`config.mk`:
```
export PLATFORM = sky130hd
export DESIGN_NAME = lp_idle_ctrl
export DESIGN_NICKNAME = d
export VERILOG_FILES = /design/src/rtl/lp_idle_pkg.sv /design/src/rtl/lp_cfg_enc.sv /design/src/rtl/lp_idle_timer.sv /design/src/rtl/lp_state_ctrl.sv /design/src/rtl/lp_idle_ctrl.sv
export SDC_FILE = /design/constraint.sdc
export NUM_CORES = 1
export LEC_CHECK = 0
export BUFFER_PORTS_ARGS = -buffer_cell sky130_fd_sc_hd__buf_4
export CORE_AREA = 2 2 80 82
export DETAILED_ROUTE_END_ITERATION = 8
export DIE_AREA = 0 0 82 84
export GPL_ROUTABILITY_DRIVEN = 0
export PLACE_DENSITY_LB_ADDON = 0.08
export SYNTH_ARGS = -nofsm -noshare
export SYNTH_HDL_FRONTEND = slang
export SYNTH_SLANG_ARGS = --single-unit
export TNS_END_PERCENT = 100
```
`constraint.sdc`:
```
create_clock -name clk -period 1.7 [get_ports clk]
set_input_delay 0.425 -clock clk [delete_from_list [all_inputs] [get_ports clk]]
set_output_delay 0.425 -clock clk [all_outputs]
set_load 0.005 [all_outputs]
```
`src/rtl/lp_idle_pkg.sv`:
```
package lp_idle_pkg;

  localparam int MODE_W = 3;
  localparam int CODE_W = 4;
  localparam int WORD_W = 16;
  // largest window is 2^(15+3) cycles; one extra bit for the limit value
  localparam int CNT_W  = (1 << CODE_W) - 1 + 3 + 1;

  localparam logic [MODE_W-1:0] MODE_OFF     = 3'd0;
  localparam logic [MODE_W-1:0] MODE_CLKSTOP = 3'd1;
  localparam logic [MODE_W-1:0] MODE_SELFREF = 3'd2;
  localparam logic [MODE_W-1:0] MODE_PWRDN   = 3'd4;

  localparam logic [CODE_W-1:0] CODE_MAX     = '1;
  localparam logic [CODE_W-1:0] SR_MIN_CODE  = 4'd6;

  typedef enum logic [1:0] {
    LPK_NONE    = 2'd0,
    LPK_CLKSTOP = 2'd1,
    LPK_SELFREF = 2'd2,
    LPK_PWRDN   = 2'd3
  } lp_kind_e;

  // ceil(log2(cycles)) - 3, zero below 16, saturated at the field maximum
  function automatic logic [CODE_W-1:0] tmo_to_code(input int unsigned cycles);
    int unsigned lg;
    lg = 0;
    for (int i = 0; i < 32; i++) begin
      if ((64'd1 << i) < 64'(cycles)) lg = i + 1;
    end
    if (cycles < 16) return '0;
    if (lg - 3 > 15) return CODE_MAX;
    return CODE_W'(lg - 3);
  endfunction

  function automatic lp_kind_e mode_to_kind(input logic [MODE_W-1:0] m);
    case (m)
      MODE_CLKSTOP: return LPK_CLKSTOP;
      MODE_SELFREF: return LPK_SELFREF;
      MODE_PWRDN:   return LPK_PWRDN;
      default:      return LPK_NONE;
    endcase
  endfunction

endpackage

```
`src/rtl/lp_cfg_enc.sv`:
```
module lp_cfg_enc
  import lp_idle_pkg::*;
#(
  parameter int FREQ_W      = 12,
  parameter int FREQ_THRESH = 400,
  parameter int TMO_FAST    = 2048,
  parameter int TMO_SLOW    = 512
) (
  input  logic              clk,
  input  logic              rst_n,
  input  logic              cfg_we,
  input  logic [MODE_W-1:0] cfg_mode,
  input  logic [FREQ_W-1:0] cfg_freq_mhz,
  output logic [MODE_W-1:0] pend_mode,
  output logic [CODE_W-1:0] pend_code,
  output logic [WORD_W-1:0] pm_word
);

  localparam logic [CODE_W-1:0] CODE_FAST = tmo_to_code(TMO_FAST);
  localparam logic [CODE_W-1:0] CODE_SLOW = tmo_to_code(TMO_SLOW);
  localparam logic [FREQ_W-1:0] THRESH_V  = FREQ_W'(FREQ_THRESH);
  localparam logic [CODE_W-1:0] ONES      = '1;

  logic [CODE_W-1:0] sel_code, sr_code, code_new;
  logic [WORD_W-1:0] word_new;
  logic [MODE_W-1:0] mode_d;
  logic [CODE_W-1:0] code_d;
  logic [WORD_W-1:0] word_d;

  // timeout choice and per-mode field layout
  always_comb begin
    sel_code = (cfg_freq_mhz >= THRESH_V) ? CODE_FAST : CODE_SLOW;
    sr_code  = (sel_code < SR_MIN_CODE) ? SR_MIN_CODE : sel_code;
    case (cfg_mode)
      MODE_CLKSTOP: begin
        code_new = sel_code;
        word_new = {sel_code, 1'b0, cfg_mode, ONES, ONES};
      end
      MODE_SELFREF: begin
        code_new = sr_code;
        word_new = {ONES, 1'b0, cfg_mode, sr_code, ONES};
      end
      MODE_PWRDN: begin
        code_new = sel_code;
        word_new = {ONES, 1'b0, cfg_mode, ONES, sel_code};
      end
      default: begin
        code_new = '0;
        word_new = {ONES, 1'b0, cfg_mode, ONES, ONES};
      end
    endcase
  end

  always_comb begin
    mode_d = pend_mode;
    code_d = pend_code;
    word_d = pm_word;
    if (cfg_we) begin
      mode_d = cfg_mode;
      code_d = code_new;
      word_d = word_new;
    end
  end

  always_ff @(posedge clk or negedge rst_n) begin
    if (!rst_n) begin
      pend_mode <= MODE_OFF;
      pend_code <= '0;
      pm_word   <= {ONES, 1'b0, MODE_OFF, ONES, ONES};
    end else begin
      pend_mode <= mode_d;
      pend_code <= code_d;
      pm_word   <= word_d;
    end
  end

endmodule

```
`src/rtl/lp_idle_timer.sv`:
```
module lp_idle_timer
  import lp_idle_pkg::*;
(
  input  logic              clk,
  input  logic              rst_n,
  input  logic              clr,
  input  logic              run,
  input  logic [MODE_W-1:0] pend_mode,
  input  logic [CODE_W-1:0] pend_code,
  output lp_kind_e          act_kind,
  output logic              expire
);

  logic [CNT_W-1:0]  cnt_q, cnt_d;
  logic [CODE_W-1:0] code_q, code_d;
  lp_kind_e          kind_d;
  logic [CNT_W-1:0]  lim_m1;

  assign lim_m1 = (CNT_W'(1) << (CNT_W'(code_q) + CNT_W'(3))) - CNT_W'(1);
  assign expire = run && (cnt_q == lim_m1);

  // a restart adopts the pending configuration
  always_comb begin
    cnt_d  = cnt_q;
    code_d = code_q;
    kind_d = act_kind;
    if (clr) begin
      cnt_d  = '0;
      code_d = pend_code;
      kind_d = mode_to_kind(pend_mode);
    end else if (run) begin
      cnt_d  = cnt_q + CNT_W'(1);
    end
  end

  always_ff @(posedge clk or negedge rst_n) begin
    if (!rst_n) begin
      cnt_q    <= '0;
      code_q   <= '0;
      act_kind <= LPK_NONE;
    end else begin
      cnt_q    <= cnt_d;
      code_q   <= code_d;
      act_kind <= kind_d;
    end
  end

endmodule

```
`src/rtl/lp_state_ctrl.sv`:
```
module lp_state_ctrl
  import lp_idle_pkg::*;
(
  input  logic     clk,
  input  logic     rst_n,
  input  logic     req_valid,
  input  logic     freq_req,
  input  logic     expire,
  input  lp_kind_e act_kind,
  output lp_kind_e cur_kind,
  output logic     lp_enter,
  output logic     lp_exit,
  output logic     req_go,
  output logic     freq_ack,
  output logic     clr,
  output logic     run
);

  logic     active, wake;
  lp_kind_e cur_d;
  logic     enter_d, exit_d;

  assign active   = (cur_kind == LPK_NONE);
  assign wake     = req_valid | freq_req;
  assign run      = active & ~wake & (act_kind != LPK_NONE);
  assign clr      = ~active | wake | (act_kind == LPK_NONE);
  assign req_go   = req_valid & active;
  assign freq_ack = freq_req & active;

  always_comb begin
    cur_d   = cur_kind;
    enter_d = 1'b0;
    exit_d  = 1'b0;
    if (active) begin
      if (expire) begin
        cur_d   = act_kind;
        enter_d = 1'b1;
      end
    end else if (wake) begin
      cur_d  = LPK_NONE;
      exit_d = 1'b1;
    end
  end

  always_ff @(posedge clk or negedge rst_n) begin
    if (!rst_n) begin
      cur_kind <= LPK_NONE;
      lp_enter <= 1'b0;
      lp_exit  <= 1'b0;
    end else begin
      cur_kind <= cur_d;
      lp_enter <= enter_d;
      lp_exit  <= exit_d;
    end
  end

endmodule

```
`src/rtl/lp_idle_ctrl.sv`:
```
module lp_idle_ctrl
  import lp_idle_pkg::*;
#(
  parameter int FREQ_W      = 12,
  parameter int FREQ_THRESH = 400,
  parameter int TMO_FAST    = 2048,
  parameter int TMO_SLOW    = 512
) (
  input  logic              clk,
  input  logic              rst_n,
  input  logic              req_valid,
  output logic              req_go,
  input  logic              freq_chg_req,
  output logic              freq_chg_ack,
  input  logic              cfg_we,
  input  logic [2:0]        cfg_mode,
  input  logic [FREQ_W-1:0] cfg_freq_mhz,
  output logic              lp_enter,
  output logic              lp_exit,
  output logic [1:0]        lp_kind,
  output logic [15:0]       pm_word
);

  logic [MODE_W-1:0] pend_mode;
  logic [CODE_W-1:0] pend_code;
  lp_kind_e          act_kind, cur_kind;
  logic              expire, clr, run;

  lp_cfg_enc #(
    .FREQ_W(FREQ_W), .FREQ_THRESH(FREQ_THRESH),
    .TMO_FAST(TMO_FAST), .TMO_SLOW(TMO_SLOW)
  ) u_enc (
    .clk(clk), .rst_n(rst_n), .cfg_we(cfg_we), .cfg_mode(cfg_mode),
    .cfg_freq_mhz(cfg_freq_mhz), .pend_mode(pend_mode),
    .pend_code(pend_code), .pm_word(pm_word)
  );

  lp_idle_timer u_tmr (
    .clk(clk), .rst_n(rst_n), .clr(clr), .run(run),
    .pend_mode(pend_mode), .pend_code(pend_code),
    .act_kind(act_kind), .expire(expire)
  );

  lp_state_ctrl u_fsm (
    .clk(clk), .rst_n(rst_n), .req_valid(req_valid),
    .freq_req(freq_chg_req), .expire(expire), .act_kind(act_kind),
    .cur_kind(cur_kind), .lp_enter(lp_enter), .lp_exit(lp_exit),
    .req_go(req_go), .freq_ack(freq_chg_ack), .clr(clr), .run(run)
  );

  assign lp_kind = cur_kind;

endmodule

```
==> impl_metrics.tcl <==
set metrics [dict create \
    status "finished with violations" \
    violations "setup timing" \
    worstPathMaxFanout 4 \
    crit_path_start "u_tmr.code_q[3]" \
    dp.cells 342 \
    dieArea_um2 6890 \
    finalHoldViolCount 0 \
    post-route-min-period_ns 1.73 \
    mostFrequentLayoutCells "buf_4 (72), dfrtp_1 (31), nor2_1 (27), nand2_1 (15), o21ai_0 (11)" \
    antenna_found_initial 0 \
    gr-usage-all-layers_pct 15.6 \
    synth_seq_area_share_pct 49.4 \
    firstDrtPassIters 4 \
    startpoint_type "flop" \
    initial_utilization_pct 34.4 \
    grt-busiest-layer "met2" \
    power_uw 2170 \
    grt_pass1_vias 1736 \
    final_area_um2 2950 \
    drv_slew 0 \
    htree_levels 2 \
    synthCells 209 \
    synth_edf_count 0 \
    num_vias 1780 \
    die_h_um 84 \
    reg2reg_from "u_tmr.code_q[3]" \
    grtUsageMet2_pct 23.7 \
    use_met1_pct 21.8 \
    cts_root_buffer "clkbuf_8" \
    syn_to_final_growth_pct 40.5 \
    tightest_slew_ns 0.547 \
    critical_path_class "flop to flop" \
    first_iter_violations 73 \
    grt_pass1_wl_mm 8.33 \
    rsz0062_at_grt "true" \
    ant_nets 0 \
    row_count 29 \
    coreArea_um2 6100 \
    synth_top_area_share_pct 38.1 \
    cts_sinks 41 \
    yosysTopAreaCell "dfrtp_1" \
    arrival_ns 1.95 \
    crit_buf_inv 1 \
    via_per_inst 4.96 \
    met3_usage_pct 3.35 \
    drive_gt1_share_pct 43.6 \
    worstPathRequired_ns 1.91 \
    fin_ws_ns -0.0333 \
    synthesis.nets 236 \
    avgSynthCellArea_um2 10.0 \
    skew_ns 0.0104 \
    cp-end-kind "flop" \
    final_common_cell "buf_4" \
    hold_path.class "input port to async pin" \
    cts_buffers 5 \
    critPathTopFamily "simple AND/OR/NAND/NOR gates" \
    path_cells "buf_6 > ha_4 > xor2_1 > or4_4 > o31ai_2" \
    clkSlewWorstSetupHoldPaths_ns 0.09 \
    multi_input_area_um2 1130 \
    ir_drop_v 0.000300 \
    grt-ovfl-total 0 \
    setup_viol_count_final 1 \
    p_leak_uw 0.00129 \
    seqCellArea_um2 1040 \
    yosys_warnings 0 \
    wl_mm 5.01 \
    cp_slowest_cell "or4_4" \
    die_x_um 82 \
    num-fill-cells 586 \
    syn-cell-area_um2 2100 \
    cp_slowest_stage_delay_ns 0.54 \
    drcViolationCount 0 \
    dpl_cell_area_um2 2640 \
    power_density_nw_per_um2 734 \
    dp_hpwl_mm 3.38 \
    grt_max_degree 42 \
    fin_nets 308 \
    clock_path_buffers 2 \
    synthDistinctLibCells 40 \
    holdWs_ns 0.106 \
    async_reset_ff_share_pct 100 \
    antenna_cells 0 \
    synth_area_leaders "dfrtp_1 (38%), dfstp_2 (11%), nor2_1 (4.8%)" \
    num_io_pins 42 \
    pre_cts_slack_ns -0.172 \
    slew_headroom_pct 63.5 \
    fmax_mhz 577 \
    ys_seq_elements 41 \
    clock_latency_ns 0.30 \
    wire_per_inst_um 13.9 \
    maxCapViolCount 0 \
    cts_tree "built" \
    finalNonFillerCells 359 \
    final.period_utilization_pct 102 \
    synth_ff_type "dfrtp_1" \
    io_buffers 36 \
]
[power breakdown]
group | switching [uW] | internal [uW] | total [uW]
Clock | 363 | 382 | 745
Combinational | 171 | 189 | 360
Sequential | 41.4 | 1020 | 1060
Total | 575 | 1590 | 2170
[cell families after synthesis]
logic type                 count (synthesis)  share of synthesized area (%)
other                                      1                          0.179
DFF                                       41                           49.4
xor gates and xnor gates                  17                           7.09
buffers and inverters                     14                           3.22
adders and majority gates                  7                           4.17
and+or+nand+nor                           86                           21.5
AOI/OAI and AO/OA                         38                           11.9
muxes                                      5                           2.56
[area by class of cell]
| class | count | area share, % |
|---|---|---|
| clock inverter | 1 | 0.297 |
| clock buffer | 7 | 3.31 |
| timing repair buffer | 74 | 19.1 |
| inverter | 5 | 0.636 |
| sequential | 41 | 35.2 |
| multi-input combinational | 154 | 38.2 |
| tap | 77 | 3.27 |
[registers in the layout, indices dropped and copies added, names as in the netlist]
register and cells:
u_enc.pm_word 10, u_tmr.code_q 2, u_fsm.cur_kind 2, u_enc.pend_mode 2, u_tmr.cnt_q 19, u_tmr.act_kind 2
u_enc.pend_code 2, u_fsm.lp_enter 1, u_fsm.lp_exit 1
[metal layers]
metal  up-vias  wire (um)
met5         -          0
met2        43       2360
met4         0         49
met1       848       2370
met3         4        219
li1        885          -
[final timing paths]
kind	to	slack, ns	cells past startpoint
setup reg to reg	u_fsm.cur_kind[0]	-0.03	5
hold / removal	u_fsm.lp_exit	0.11	1
hold reg to reg	u_enc.pm_word[4]	0.50	2
max in group asynchronous	u_tmr.code_q[2]	1.20	1
min in group clk	u_enc.pm_word[0]	0.33	2
setup / recovery	u_fsm.cur_kind[0]	-0.03	5
[timing repair]
item                                   in CTS  in global routing
endpoints found under the hold margin       0                  0
buffers inserted                            7                  3
gates resized for setup                    15                 17
setup endpoints to repair                   6                  8
pin swaps                                   8                  9
hold buffers                                0                  0
[cells in the mapped netlist, types with 6 or more instances]
cell type	count
a21oi_1	6
dfrtp_1	32
dfstp_2	9
ha_1	7
nand2_1	16
nand3_1	9
nor2_1	27
o21ai_0	11
xnor2_1	9
xor2_1	8
[per-stage QoR]
stage,TNS [ns],utilization (%)
2_1_floorplan,-0.114,-
3_5_place_dp,-0.389,43.2
4_1_cts,-0.0724,46.8
3_3_place_gp,-0.282,43.2
5_1_grt,-0.275,48.4
6_report,-0.0333,48.4
Note: power is estimated with default switching activity, not from simulation.
